### config.mk
export PLATFORM = sky130hd
export DESIGN_NAME = uart_rx_fifo
export DESIGN_NICKNAME = d
export VERILOG_FILES = /design/src/rtl/uart_rx_fifo.sv
export SDC_FILE = /design/constraint.sdc
export NUM_CORES = 1
export LEC_CHECK = 0
export BUFFER_PORTS_ARGS = -buffer_cell sky130_fd_sc_hd__buf_2
export CORE_UTILIZATION = 46
export DETAILED_ROUTE_END_ITERATION = 6
export MAX_ROUTING_LAYER = met4
export PLACE_DENSITY = 0.65
export SLEW_MARGIN = 20
export SYNTH_ARGS = -nofsm -noshare
export SYNTH_HDL_FRONTEND = slang
export SYNTH_SLANG_ARGS = --single-unit
export TNS_END_PERCENT = 10
### constraint.sdc
create_clock -name clk -period 4.5 [get_ports clk]
set_input_delay 0.45 -clock clk [delete_from_list [all_inputs] [get_ports clk]]
set_output_delay 0.45 -clock clk [all_outputs]
set_load 0.01 [all_outputs]
### src/rtl/uart_rx_fifo.sv
module uart_rx_fifo #(
  parameter int DEPTH = 16,
  parameter int TRIG  = 1
) (
  input  logic                         clk,
  input  logic                         rst_n,
  input  logic                         fifo_mode,
  input  logic                         loop_en,
  input  logic                         flush,
  input  logic                         ext_push,
  input  logic [7:0]                   ext_data,
  input  logic                         ext_ferr,
  input  logic                         ext_perr,
  input  logic                         ext_brk,
  input  logic                         tx_push,
  input  logic [7:0]                   tx_data,
  input  logic                         tx_brk,
  input  logic                         pop,
  input  logic                         stat_clr,
  output logic [11:0]                  rd_word,
  output logic [3:0]                   rx_status,
  output logic                         rx_empty,
  output logic                         rx_full,
  output logic [$clog2(DEPTH):0]       free_cnt,
  output logic                         rx_irq
);
  localparam int AW = $clog2(DEPTH);
  localparam int CW = AW + 1;
  localparam logic [CW-1:0] TRIG_C = CW'(TRIG);
  localparam logic [11:0] BRK_WORD = 12'h400;

  logic [11:0]   mem [DEPTH];
  logic [AW-1:0] rd_ptr;
  logic [CW-1:0] cnt;
  logic          mode_q;
  logic [3:0]    stat_q;
  logic          irq_q;

  wire [AW-1:0] pmask     = mode_q ? AW'(DEPTH - 1) : '0;
  wire [CW-1:0] eff_depth = mode_q ? CW'(DEPTH) : CW'(1);
  wire          flushing  = flush | (fifo_mode != mode_q);

  logic        src_chr, src_brk;
  logic [11:0] in_word;
  always_comb begin
    if (loop_en) begin
      src_chr = tx_push;
      src_brk = tx_brk;
      in_word = {4'b0000, tx_data};
    end else begin
      src_chr = ext_push;
      src_brk = ext_brk;
      in_word = {2'b00, ext_perr, ext_ferr, ext_data};
    end
    if (src_brk) in_word = BRK_WORD;
  end

  wire           do_pop   = pop & ~flushing;
  wire           pop_real = do_pop & (cnt != '0);
  wire [CW-1:0]  cnt_a    = cnt - CW'(pop_real);
  wire [AW-1:0]  ptr_a    = pop_real ? ((rd_ptr + 1'b1) & pmask) : rd_ptr;
  wire           do_push  = (src_chr | src_brk) & ~flushing;
  wire           fits     = cnt_a != eff_depth;
  wire [AW-1:0]  wr_slot  = (ptr_a + cnt_a[AW-1:0]) & pmask;
  wire [AW-1:0]  ovr_slot = (ptr_a + cnt_a[AW-1:0] - 1'b1) & pmask;
  wire [CW-1:0]  cnt_n    = cnt_a + CW'(do_push & fits);

  logic irq_n;
  always_comb begin
    irq_n = irq_q;
    if (do_pop && (cnt_a + CW'(1)) == TRIG_C) irq_n = 1'b0;
    if (do_push && fits && cnt_n == TRIG_C) irq_n = 1'b1;
  end

  always_ff @(posedge clk or negedge rst_n) begin
    if (!rst_n) begin
      for (int i = 0; i < DEPTH; i++) mem[i] <= '0;
      rd_ptr <= '0;
      cnt    <= '0;
      mode_q <= 1'b0;
      stat_q <= '0;
      irq_q  <= 1'b0;
    end else begin
      if (flushing) begin
        rd_ptr <= '0;
        cnt    <= '0;
        mode_q <= fifo_mode;
      end else begin
        rd_ptr <= ptr_a;
        cnt    <= cnt_n;
        irq_q  <= irq_n;
        if (do_push) begin
          if (fits) mem[wr_slot] <= in_word;
          else      mem[ovr_slot][11] <= 1'b1;
        end
      end
      if (do_pop)        stat_q <= mem[rd_ptr][11:8];
      else if (stat_clr) stat_q <= '0;
    end
  end

  assign rd_word   = mem[rd_ptr];
  assign rx_status = stat_q;
  assign rx_empty  = cnt == '0;
  assign rx_full   = cnt == eff_depth;
  assign free_cnt  = eff_depth - cnt;
  assign rx_irq    = irq_q;


  flags_excl_chk: assert property (@(posedge clk) disable iff (!rst_n)
    !(rx_empty && rx_full));


  no_overflow_chk: assert property (@(posedge clk) disable iff (!rst_n)
    cnt <= eff_depth);


  irq_rise_chk: assert property (@(posedge clk) disable iff (!rst_n)
    $rose(rx_irq) |-> cnt == TRIG_C);


  mode_flush_chk: assert property (@(posedge clk) disable iff (!rst_n)
    (fifo_mode != mode_q) |=> (rx_empty && rd_ptr == '0 && mode_q == $past(fifo_mode)));


  empty_pop_chk: assert property (@(posedge clk) disable iff (!rst_n)
    (pop && rx_empty && !(src_chr || src_brk) && !flushing) |=> (rx_empty && $stable(rd_ptr)));


  loop_ignore_chk: assert property (@(posedge clk) disable iff (!rst_n)
    (loop_en && !tx_push && !tx_brk && !pop && !flushing) |=> $stable(cnt));
endmodule

==> impl_metrics.toml, run 1 <==
[cts]
numCtsBuffers = 23
clock_sinks = 207
clock_latency_ps = 500
cts_tree = "done"
root_buffer = "clkbuf_16"
htree_levels = 1
cts_buffer_depth = 3
clkTransAtPathRegs_ps = 60

[setup_path]
reg2regPathDepth = 12
rr_startpoint = "cnt[1]"
regToRegEndpoint = "mem[62]"
end_kind = "flop"
cp-start-kind = "flop"
worstPathArrival_ps = 4690
r2r_setup_slack_ps = 190
worstPathMaxFanout = 12
startpoint = "cnt[1]"
path_class = "flop to flop"
required_ps = 4880
worstSetupEndpoint = "mem[62]"

[global_routing]
overflow = 0
antenna_found_initial = 1
grt_pass1_vias = 7204
grt_pass1_wl_um = 42220
grt_max_degree = 124
grt.total_usage = 0.2564

[cells_and_area]
fill_cells = 1746
design_area_um2 = 11570
seq_area_um2 = 5185
multi_input_area_um2 = 4582
fin_nets = 916
drive_above_1_share = 0.2593
layout_commonest_cell = "dfrtp_1"
layout_common_cells = "dfrtp_1 (205), a22o_1 (122), nand2_1 (80), mux4_2 (60), o21ai_0 (58)"
area_delta_synth_final_pct = 15.52
instances_no_fill = 1167

[logic_synthesis]
ys_types = 50
avgSynthCellArea_um2 = 12.28
synth_ff_type = "dfrtp_1"
synth_fa_ha_area_frac = 0.01575
yosysSeqAreaShare = 0.5174
synth-edff-count = 0
muxShareOfSynthArea = 0.1577
synth-async-reset-ratio = 1.000
synthCells = 815
syn_nets = 856
yosysWarnings = 0
ys_seq_elements = 207
yosys.area_share.simple = 0.09498
synth_xor_area_frac = 0.01612
synth-compound-area-share = 0.1681
synth_area_um2 = 10010
synth_top_family_by_area = "compound AO/OA/AOI/OAI gates"

[power]
seqPwrFrac = 0.456
ir_worst_vdd_uv = 228.6
p_int_uw = 3266
switching_share = 0.2397
total_leakage_power_uw = 0.005265
power_uw = 4295
power.density_nw_per_um2 = 371.4
p_comb_frac = 0.093
p_clk_frac = 0.451
power_switching_uw = 1030

[floorplanning]
core_area_um2 = 21150
die_h_um = 149.5
die_w_um = 149.5
rows = 53
initial_core_util = 0.4733
dieArea_um2 = 22360
ios = 53

[placed_design]
dpl.cell_count = 1119
port_buffers = 52
gp_congestion = 0.8882
postPlaceCellArea_um2 = 10690
dp_hpwl_um = 17950

[sta]
period_needed_ps = 4309
tightest_slew_ps = 905.0
drv_slew = 0
min_period_over_period = 0.9576
setup-violations-final = 0
rsz0062_at_grt = "true"
slew_headroom = 0.3934
hold_viol = 0
fmax_mhz = 232.1
skew_ps = 10.24
fin_setup_tns_ps = 0
hold_ws_ps = 81.13

[routing]
ant_nets = 0
wl_um = 27100
first_pass_iters = 5
drt_iter0_drc = 501
routedWlPerCell_um = 23.22
dr_total_vias = 7367
via_per_inst = 6.313
drc = 0

[min_path]
hold_path_depth = 1
hold_path.class = "primary input to flop"

[outcome]
outcome = "completed"

[flow_run]
maxCapViolations = 0
[cell usage after synthesis, drive strengths merged, types with 3 or more instances]
| library cell | instances | area [um^2] |
|---|---|---|
| xnor2 | 11 | 103.9 |
| o21a | 3 | 22.52 |
| nor2 | 23 | 88.84 |
| nand2 | 85 | 326.6 |
| nand3 | 28 | 140.1 |
| ha | 11 | 137.6 |
| nor3 | 10 | 71.32 |
| xor2 | 4 | 35.03 |
| o21ai | 59 | 306.5 |
| mux4 | 60 | 1351 |
| inv | 12 | 45.04 |
| a21oi | 29 | 145.1 |
| nor3b | 3 | 22.52 |
| dfrtp | 207 | 5180 |
| clkbuf | 43 | 161.4 |
| mux2i | 8 | 92.59 |
| mux2 | 12 | 135.1 |
| nor2b | 3 | 18.77 |
| a22o | 122 | 1069 |
| and3 | 14 | 87.58 |
| a31oi | 10 | 62.56 |
| nand2b | 10 | 62.56 |
| buf | 19 | 93.84 |
| and2 | 10 | 62.56 |
[timing repair]
action,CTS,global route
hold buffers,0,1
resized for setup,2,3
buffers inserted,0,4
pin swaps,0,1
cloned,0,0
endpoints found under the hold margin,0,34
endpoints found under the setup margin,41,84
[state kept, by name, summed over array words and instances (netlist names)]
| register | count |
|---|---|
| mem | 192 |
| cnt | 5 |
| rd_ptr | 4 |
| rx_status | 4 |
| mode_q | 1 |
| rx_irq | 1 |
[worst min-delay path by stage]
stage / start / end / slack, ps
2_1_floorplan: rst_n / cnt[0] / 150
3_3_place_gp: mem[150] / mem[150] / 460
3_5_place_dp: mem[145] / mem[145] / 470
4_1_cts: fifo_mode / mode_q / 70
5_1_grt: fifo_mode / mode_q / 80
6_report: fifo_mode / mode_q / 80
[cell families (layout without fill, tap and decap cells)]
logic type	after synthesis	in the layout
AO/OA/AOI/OAI	232	232
other	0	1
buffers and inverters	74	150
AND/OR/NAND/NOR	194	194
adder cells (fa/ha/maj)	12	12
multiplexers	80	80
XOR/XNOR	16	16
flip-flops	207	207
[per-layer routing]
metal,global-route usage,share of wire,vias up
li1,-,-,3199
met4,0.06888,0.025,0
met2,0.3762,0.45,283
met3,0.04756,0.070,49
met5,-,0,-
met1,0.3659,0.45,3836
[power by group through the flow]
stage | registers [uW] | clock network (uW) | logic (uW)
finish | 1960 | 1940 | 400
global route | 1960 | 2020 | 436
CTS | 1960 | 1960 | 394
detailed placement | 1990 | 0 | 393
global placement | 1990 | 0 | 388
floorplan | 1980 | 0 | 227
[layout make-up]
class | instances | share of cell area
diodes | 1 | 0.0002164
multi-input cells | 534 | 0.3961
repair buffers | 97 | 0.05441
clock inverters | 12 | 0.01212
flip-flops and latches | 207 | 0.4483
inverters | 12 | 0.003894
well taps | 275 | 0.02975
clock buffers | 29 | 0.05517
[worst max-delay path, stage by stage, from the launching register on]
cell and delay (ps):
dfrtp_1 410, or3_4 430, o21ai_4 230, inv_2 90
ha_1 360, inv_1 80, ha_1 220, fa_1 480
xnor2_1 420, nand2_1 200, nor2_1 310, nand3_1 510
a22o_1 420
[stage by stage]
| step | worst slack, ps | util |
|---|---|---|
| CTS | 78.59 | 0.5429 |
| finish | 190.6 | 0.5468 |
| global placement | -162.4 | 0.5052 |
| floorplan | 302.8 | - |
| global route | -4.600 | 0.5468 |
| detailed placement | -209.8 | 0.5052 |
Note: power is estimated with default switching activity, not from simulation.
==> run 2, diff against run 1 <==
--- a/config.mk
+++ b/config.mk
@@ -6,10 +6,13 @@
 export NUM_CORES = 1
 export LEC_CHECK = 0
 export BUFFER_PORTS_ARGS = -buffer_cell sky130_fd_sc_hd__buf_2
-export CORE_UTILIZATION = 46
+export CELL_PAD_IN_SITES_DETAIL_PLACEMENT = 1
+export CELL_PAD_IN_SITES_GLOBAL_PLACEMENT = 1
+export CORE_UTILIZATION = 45
 export DETAILED_ROUTE_END_ITERATION = 6
 export MAX_ROUTING_LAYER = met4
-export PLACE_DENSITY = 0.65
+export PLACE_DENSITY_LB_ADDON = 0.15
+export SKIP_LAST_GASP = 1
 export SLEW_MARGIN = 20
 export SYNTH_ARGS = -nofsm -noshare
 export SYNTH_HDL_FRONTEND = slang
==> run 2 against run 1 <==
  * Critical path depth up 1
  * Combinational power increased by 2%
  * Critical endpoint is now mem[83]
  * Final cell count hardly changed
  * Die area increased by 2.2%
  * Highest routed layer unchanged
  * Core utilization shrank 1.2 points
==> impl_metrics.toml, run 2 (synthesis results as in run 1) <==
[floorplanning]
core_area_um2 = 21820
initial_core_util = 0.4588
die_h_um = 151.2
rows = 54
ios = 53
die_w_um = 151.2
dieArea_um2 = 22850

[placed_design]
port_buffers = 52
gp_congestion = 0.8723
dpl.cell_count = 1116
dp_hpwl_um = 20810

[cells_and_area]
area_delta_synth_final_pct = 16.58
largest-register = "mem"
largest_reg_flops = 192
fin_nets = 911
postLayoutCoreUtil = 0.5349
drive_above_1_share = 0.2725
n_antenna_cell = 0
layout_commonest_cell = "dfrtp_1"
largest_registers = "mem x192, cnt x5"
fill_cells = 2237
multi_input_area_um2 = 4644
layout_common_cells = "dfrtp_1 (205), a22o_1 (122), nand2_1 (79), mux4_2 (60), o21ai_0 (58)"
instances_no_fill = 1168
seq_area_um2 = 5185

[power]
seqPwrFrac = 0.439
p_comb_frac = 0.091
power.density_nw_per_um2 = 382.7
p_int_uw = 3377
ir_worst_vdd_uv = 247.5
total_leakage_power_uw = 0.005301
switching_share = 0.2441
power_switching_uw = 1091
p_clk_frac = 0.469

[setup_path]
cp-start-kind = "flop"
worstPathMaxFanout = 11
crit_top_cell = "ha_1"
crit_chain = "or3_4 > o21ai_4 > inv_2 > ha_1 > ha_1 > inv_1 > fa_1 > xor2_1 > buf_4 > nor3_1 > and2_1 > o2111a_1 > o21a_1"
slowest_delay_ps = 600
rr_startpoint = "cnt[3]"
path_class = "flop to flop"
worstPathArrival_ps = 4860
required_ps = 4950
slowest_stage = "and2_1"
startpoint = "cnt[3]"
end_kind = "flop"

[routing]
drc = 0
first_pass_iters = 5
wl_um = 31170
drt_iter0_drc = 495
ant_nets = 0
routedWlPerCell_um = 26.69
via_per_inst = 6.425
dr_total_vias = 7504

[sta]
rsz0062_at_grt = "true"
setup-violations-final = 0
drv_slew = 0
skew_ps = 6.156
period_needed_ps = 4413
fmax_mhz = 226.6
hold_viol = 0
min_period_over_period = 0.9806
fin_setup_tns_ps = 0
tightest_slew_ps = 884.9
slew_headroom = 0.4101

[global_routing]
overflow = 0
grt_max_degree = 106
grt_pass1_vias = 8062
antenna_found_initial = 0
grt_pass1_wl_um = 48770
grt.total_usage = 0.2947

[cts]
clock_latency_ps = 510
clkTransAtPathRegs_ps = 60
numCtsBuffers = 24
clock_sinks = 207
cts_tree = "done"
root_buffer = "clkbuf_16"
cts_buffer_depth = 3
cts_hold_buf = 0
htree_levels = 1

[min_path]
hold_path.class = "primary input to asynchronous set/reset pin"

[flow_run]
maxCapViolations = 0

[outcome]
outcome = "completed"
[run 2: cell count changes in the layout (fill, tap and decap cells not counted), sizes merged]
| cell | before | now |
|---|---|---|
| buf | 95 | 90 |
| clkbuf | 30 | 32 |
| inv | 12 | 14 |
| clkinv | 7 | 6 |
| diode | 1 | 0 |
| dlygate4sd3 | 1 | 0 |
[run 2: metal layers]
layer,share of wire,up-vias,routed length [um],global-route usage
met2,0.48,246,14910,0.4537
li1,-,3178,-,-
met4,0.017,0,530,0.06400
met1,0.44,4035,13760,0.4047
met5,0,-,0,-
met3,0.063,45,1969,0.06054
[run 2: layout make-up]
cell class	count	share of cell area
Sequential cell	207	0.4442
Multi-Input combinational cell	534	0.3979
Clock buffer	31	0.06067
Timing Repair Buffer	91	0.05027
Tap cell	280	0.03001
Clock inverter	13	0.01308
Inverter	12	0.003859
[run 2: per-stage QoR]
step	setup WS (ps)	hold slack (ps)	power, uW	cell area (um^2)
after global placement	-230.9	456.4	2368	10650
final	87.43	24.91	4468	11670
after detailed placement	-543.0	469.1	2386	10650
after floorplan	302.8	154.4	2208	10010
after CTS	-134.2	63.05	4482	11560
after global routing	-113.4	64.23	4600	11670
[run 2: worst max-delay path, delay by kind of cell, from the launching register on]
kind                       cells  cell delay (ps)
buffers and inverters          3              430
xor gates and xnor gates       1              190
DFF                            1              480
adders and majority gates      3             1070
AOI/OAI and AO/OA              3              610
and+or+nand+nor                3             1560
[run 2: path summary, 6_finish.rpt]
check / to / slack (ps) / depth (start not counted)
max in group asynchronous: mem[45] / 3330 / 2
min: cnt[3] / 20 / 1
min in group clk: mode_q / 70 / 1
max reg2reg: mem[83] / 90 / 13
max: mem[83] / 90 / 13
min reg2reg: mem[191] / 480 / 1
[run 2: repair_timing]
action / 4_1_cts / 5_1_grt
gates cloned: 0 / 0
resized for setup: 7 / 10
setup buffers: 3 / 5
setup endpoints to repair: 160 / 153
pin swaps: 1 / 1
[run 2: power groups by stage]
stage,logic (uW),registers (uW),clock network [uW]
finish,408,1960,2100
floorplan,227,1980,0
global route,444,1970,2190
detailed placement,393,1990,0
CTS,401,1960,2120
global placement,380,1990,0
==> run 3, diff against run 2 <==
--- a/config.mk
+++ b/config.mk
@@ -5,15 +5,15 @@
 export SDC_FILE = /design/constraint.sdc
 export NUM_CORES = 1
 export LEC_CHECK = 0
+export ABC_AREA = 1
 export BUFFER_PORTS_ARGS = -buffer_cell sky130_fd_sc_hd__buf_2
 export CELL_PAD_IN_SITES_DETAIL_PLACEMENT = 1
 export CELL_PAD_IN_SITES_GLOBAL_PLACEMENT = 1
-export CORE_UTILIZATION = 45
+export CORE_UTILIZATION = 43
 export DETAILED_ROUTE_END_ITERATION = 6
 export MAX_ROUTING_LAYER = met4
 export PLACE_DENSITY_LB_ADDON = 0.15
 export SKIP_LAST_GASP = 1
-export SLEW_MARGIN = 20
 export SYNTH_ARGS = -nofsm -noshare
 export SYNTH_HDL_FRONTEND = slang
 export SYNTH_SLANG_ARGS = --single-unit
==> run 3 against run 2 <==
  * Maximum frequency up 8.1%
  * Hold slack got worse by 23 ps
  * Clock power down 11%
  * Clock-buffer cell count increased by 5
  * Flip-flop and latch count is the same
  * Non-clock buffer count shrank 6
==> impl_metrics.toml, run 3 <==
[outcome]
outcome = "completed"

[placed_design]
dp_hpwl_um = 21250
port_buffers = 52
gp_congestion = 0.8405

[routing]
routedWlPerCell_um = 20.78
drc = 0
dr_wl_met2_um = 15060
met3_length_um = 1448
maxUsedRoutingLayer = "met4"
via_per_inst = 5.743
wl_met1_um = 15760
drt_iter0_drc = 581
ant_nets = 0
wl_um = 32770
dr_total_vias = 9057
first_pass_iters = 5

[cells_and_area]
n_antenna_cell = 0
area_delta_synth_final_pct = 11.27
postLayoutCoreUtil = 0.4899
largest-register = "mem"
layout_common_cells = "o21ai_0 (252), dfrtp_1 (205), inv_1 (139), a21oi_1 (111), nand2_1 (96)"
layout_commonest_cell = "o21ai_0"
fin_nets = 1277
largest_registers = "mem x192, cnt x5"
drive_above_1_share = 0.1820
largest_reg_flops = 192

[logic_synthesis]
avgSynthCellArea_um2 = 8.821
synth_area_um2 = 10770
synth_common_cells = "o21ai_0 (252), dfrtp_1 (207), inv_1 (139), a21oi_1 (111), nand2_1 (96)"
ys_seq_elements = 207
synth_most_common_cell = "o21ai_0"
synth_top_area_frac = 0.4809
ys_types = 40
synth-compound-area-share = 0.2849
synth_top_cell_by_area = "dfrtp_1"
muxShareOfSynthArea = 0.009410
synth_top_family_by_area = "compound AO/OA/AOI/OAI gates"
yosysWarnings = 0
yosys.area_share.simple = 0.1065
syn_nets = 1262
synth-edff-count = 0
synth_area_leaders = "dfrtp_1 (48%), o21ai_0 (12%), o22ai_2 (5.3%), a21oi_1 (5.2%), inv_1 (4.8%)"
synth_ff_type = "dfrtp_1"
synthCells = 1221
synth_fa_ha_area_frac = 0.01464
synth_xor_area_frac = 0.008016
yosysSeqAreaShare = 0.4809
synth-async-reset-ratio = 1.000

[setup_path]
path_delay_family = "simple AND/OR/NAND/NOR gates"
crit_chain = "inv_2 > nand2_2 > nand2_1 > nor2_1 > nand3_1 > inv_1 > o21ai_0 > o21ai_0 > inv_1 > ha_1 > fa_1 > inv_1 > ha_1 > or2_2 > nand3_1 > inv_1 > nor2_1 > nand3_1 > a21oi_1"
required_ps = 4950
slowest_stage = "fa_1"
cp-start-kind = "flop"
worstPathMaxFanout = 8
worstPathArrival_ps = 4530
slowest_delay_ps = 610
worst-path-buf-inv = 5
crit_top_cell = "inv_1"
end_kind = "flop"
path_class = "flop to flop"

[floorplanning]
die_w_um = 160.3
dieArea_um2 = 25680
die_h_um = 160.3
initial_core_util = 0.4403
rows = 57
ios = 53
core_area_um2 = 24460

[sta]
min_period_over_period = 0.9071
slew_headroom = 0.3061
skew_ps = 22.56
fmax_mhz = 245.0
fin_setup_tns_ps = 0
setup-violations-final = 0
hold_viol = 0
rsz0062_at_grt = "false"
tightest_slew_ps = 1041
drv_slew = 0
period_needed_ps = 4082

[cts]
htree_levels = 1
cts_buffer_depth = 3
clkTransAtPathRegs_ps = 60
root_buffer = "clkbuf_16"
clock_sinks = 207
cts_tree = "done"
numCtsBuffers = 24
clock_latency_ps = 540

[global_routing]
grt_max_degree = 120
grt_pass1_wl_um = 54250
grt_pass1_vias = 9536
overflow = 0
grt.total_usage = 0.2748
antenna_found_initial = 0

[flow_run]
maxCapViolations = 0

[power]
power.density_nw_per_um2 = 381.7
ir_worst_vdd_uv = 223.8
total_leakage_power_uw = 0.005725

[min_path]
hold_path.class = "primary input to asynchronous set/reset pin"
run 3: worst paths after layout:
| check | from | to | slack, ps | depth (start not counted) |
|---|---|---|---|---|
| max | mode_q | mem[83] | 420 | 19 |
| min | rst_n | mem[70] | 2 | 1 |
| min reg2reg | rx_irq | rx_irq | 490 | 2 |
| min in group clk | fifo_mode | mode_q | 80 | 1 |
| max reg2reg | mode_q | mem[83] | 420 | 19 |
| max in group asynchronous | rst_n | mem[5] | 3420 | 2 |
run 3: kinds of logic (layout without fill, tap and decap cells):
logic type | Yosys count | after routing
AOI/OAI and AO/OA | 514 | 514
buffers and inverters | 242 | 274
and+or+nand+nor | 228 | 228
DFF | 207 | 207
adders and majority gates | 12 | 12
xor gates and xnor gates | 9 | 9
muxes | 9 | 9
run 3: final cells by class:
class,instances,area (um^2)
clock inverter,7,46.29
sequential,207,5185
timing repair buffer,85,530.5
tap,324,405.4
inverter,146,548.0
multi-input combinational,772,4563
fill,2888,12480
clock buffer,36,705.7
run 3: timing repair:
| item | 4_1_cts | 5_1_grt |
|---|---|---|
| hold endpoints to repair | 0 | 0 |
| endpoints found under the setup margin | 0 | 1 |
| hold buffers | 0 | 0 |
| resized for setup | 0 | 1 |
| setup buffers | 0 | 0 |
run 3: report_power, final:
part           internal, uW  total, uW  switching, uW  leakage, uW
logic                   212        632            420      0.00298
registers              2010       2070           57.7      0.00237
clock network          1080       1870            791     0.000376
run 3: layer usage:
metal  track usage  up-vias
met2        0.4243      187
met1        0.3874     4591
li1              -     4241
met4       0.05758        0
met3       0.03455       38
met5             -        -
run 3: worst register-to-register path: cells and delay by family, from the launching register on:
| kind | cells | cell delay (ps) |
|---|---|---|
| buffers and inverters | 5 | 620 |
| and+or+nand+nor | 8 | 1540 |
| AOI/OAI and AO/OA | 3 | 410 |
| DFF | 1 | 380 |
| adders and majority gates | 3 | 1050 |
run 3: stage by stage:
stage          power (uW)  hold WS (ps)  worst slack [ps]  area, um^2  cells
6_report             4574         2.304             418.2       11980   1577
5_1_grt              4781         74.90             7.308       11980   1577
4_1_cts              4620         57.03             454.6       11980   1577
3_5_place_dp         2734         475.6             339.7       11230   1534
3_3_place_gp         2707         470.0             475.0       11230   1534
2_1_floorplan        2500         154.4             812.7       10770   1221
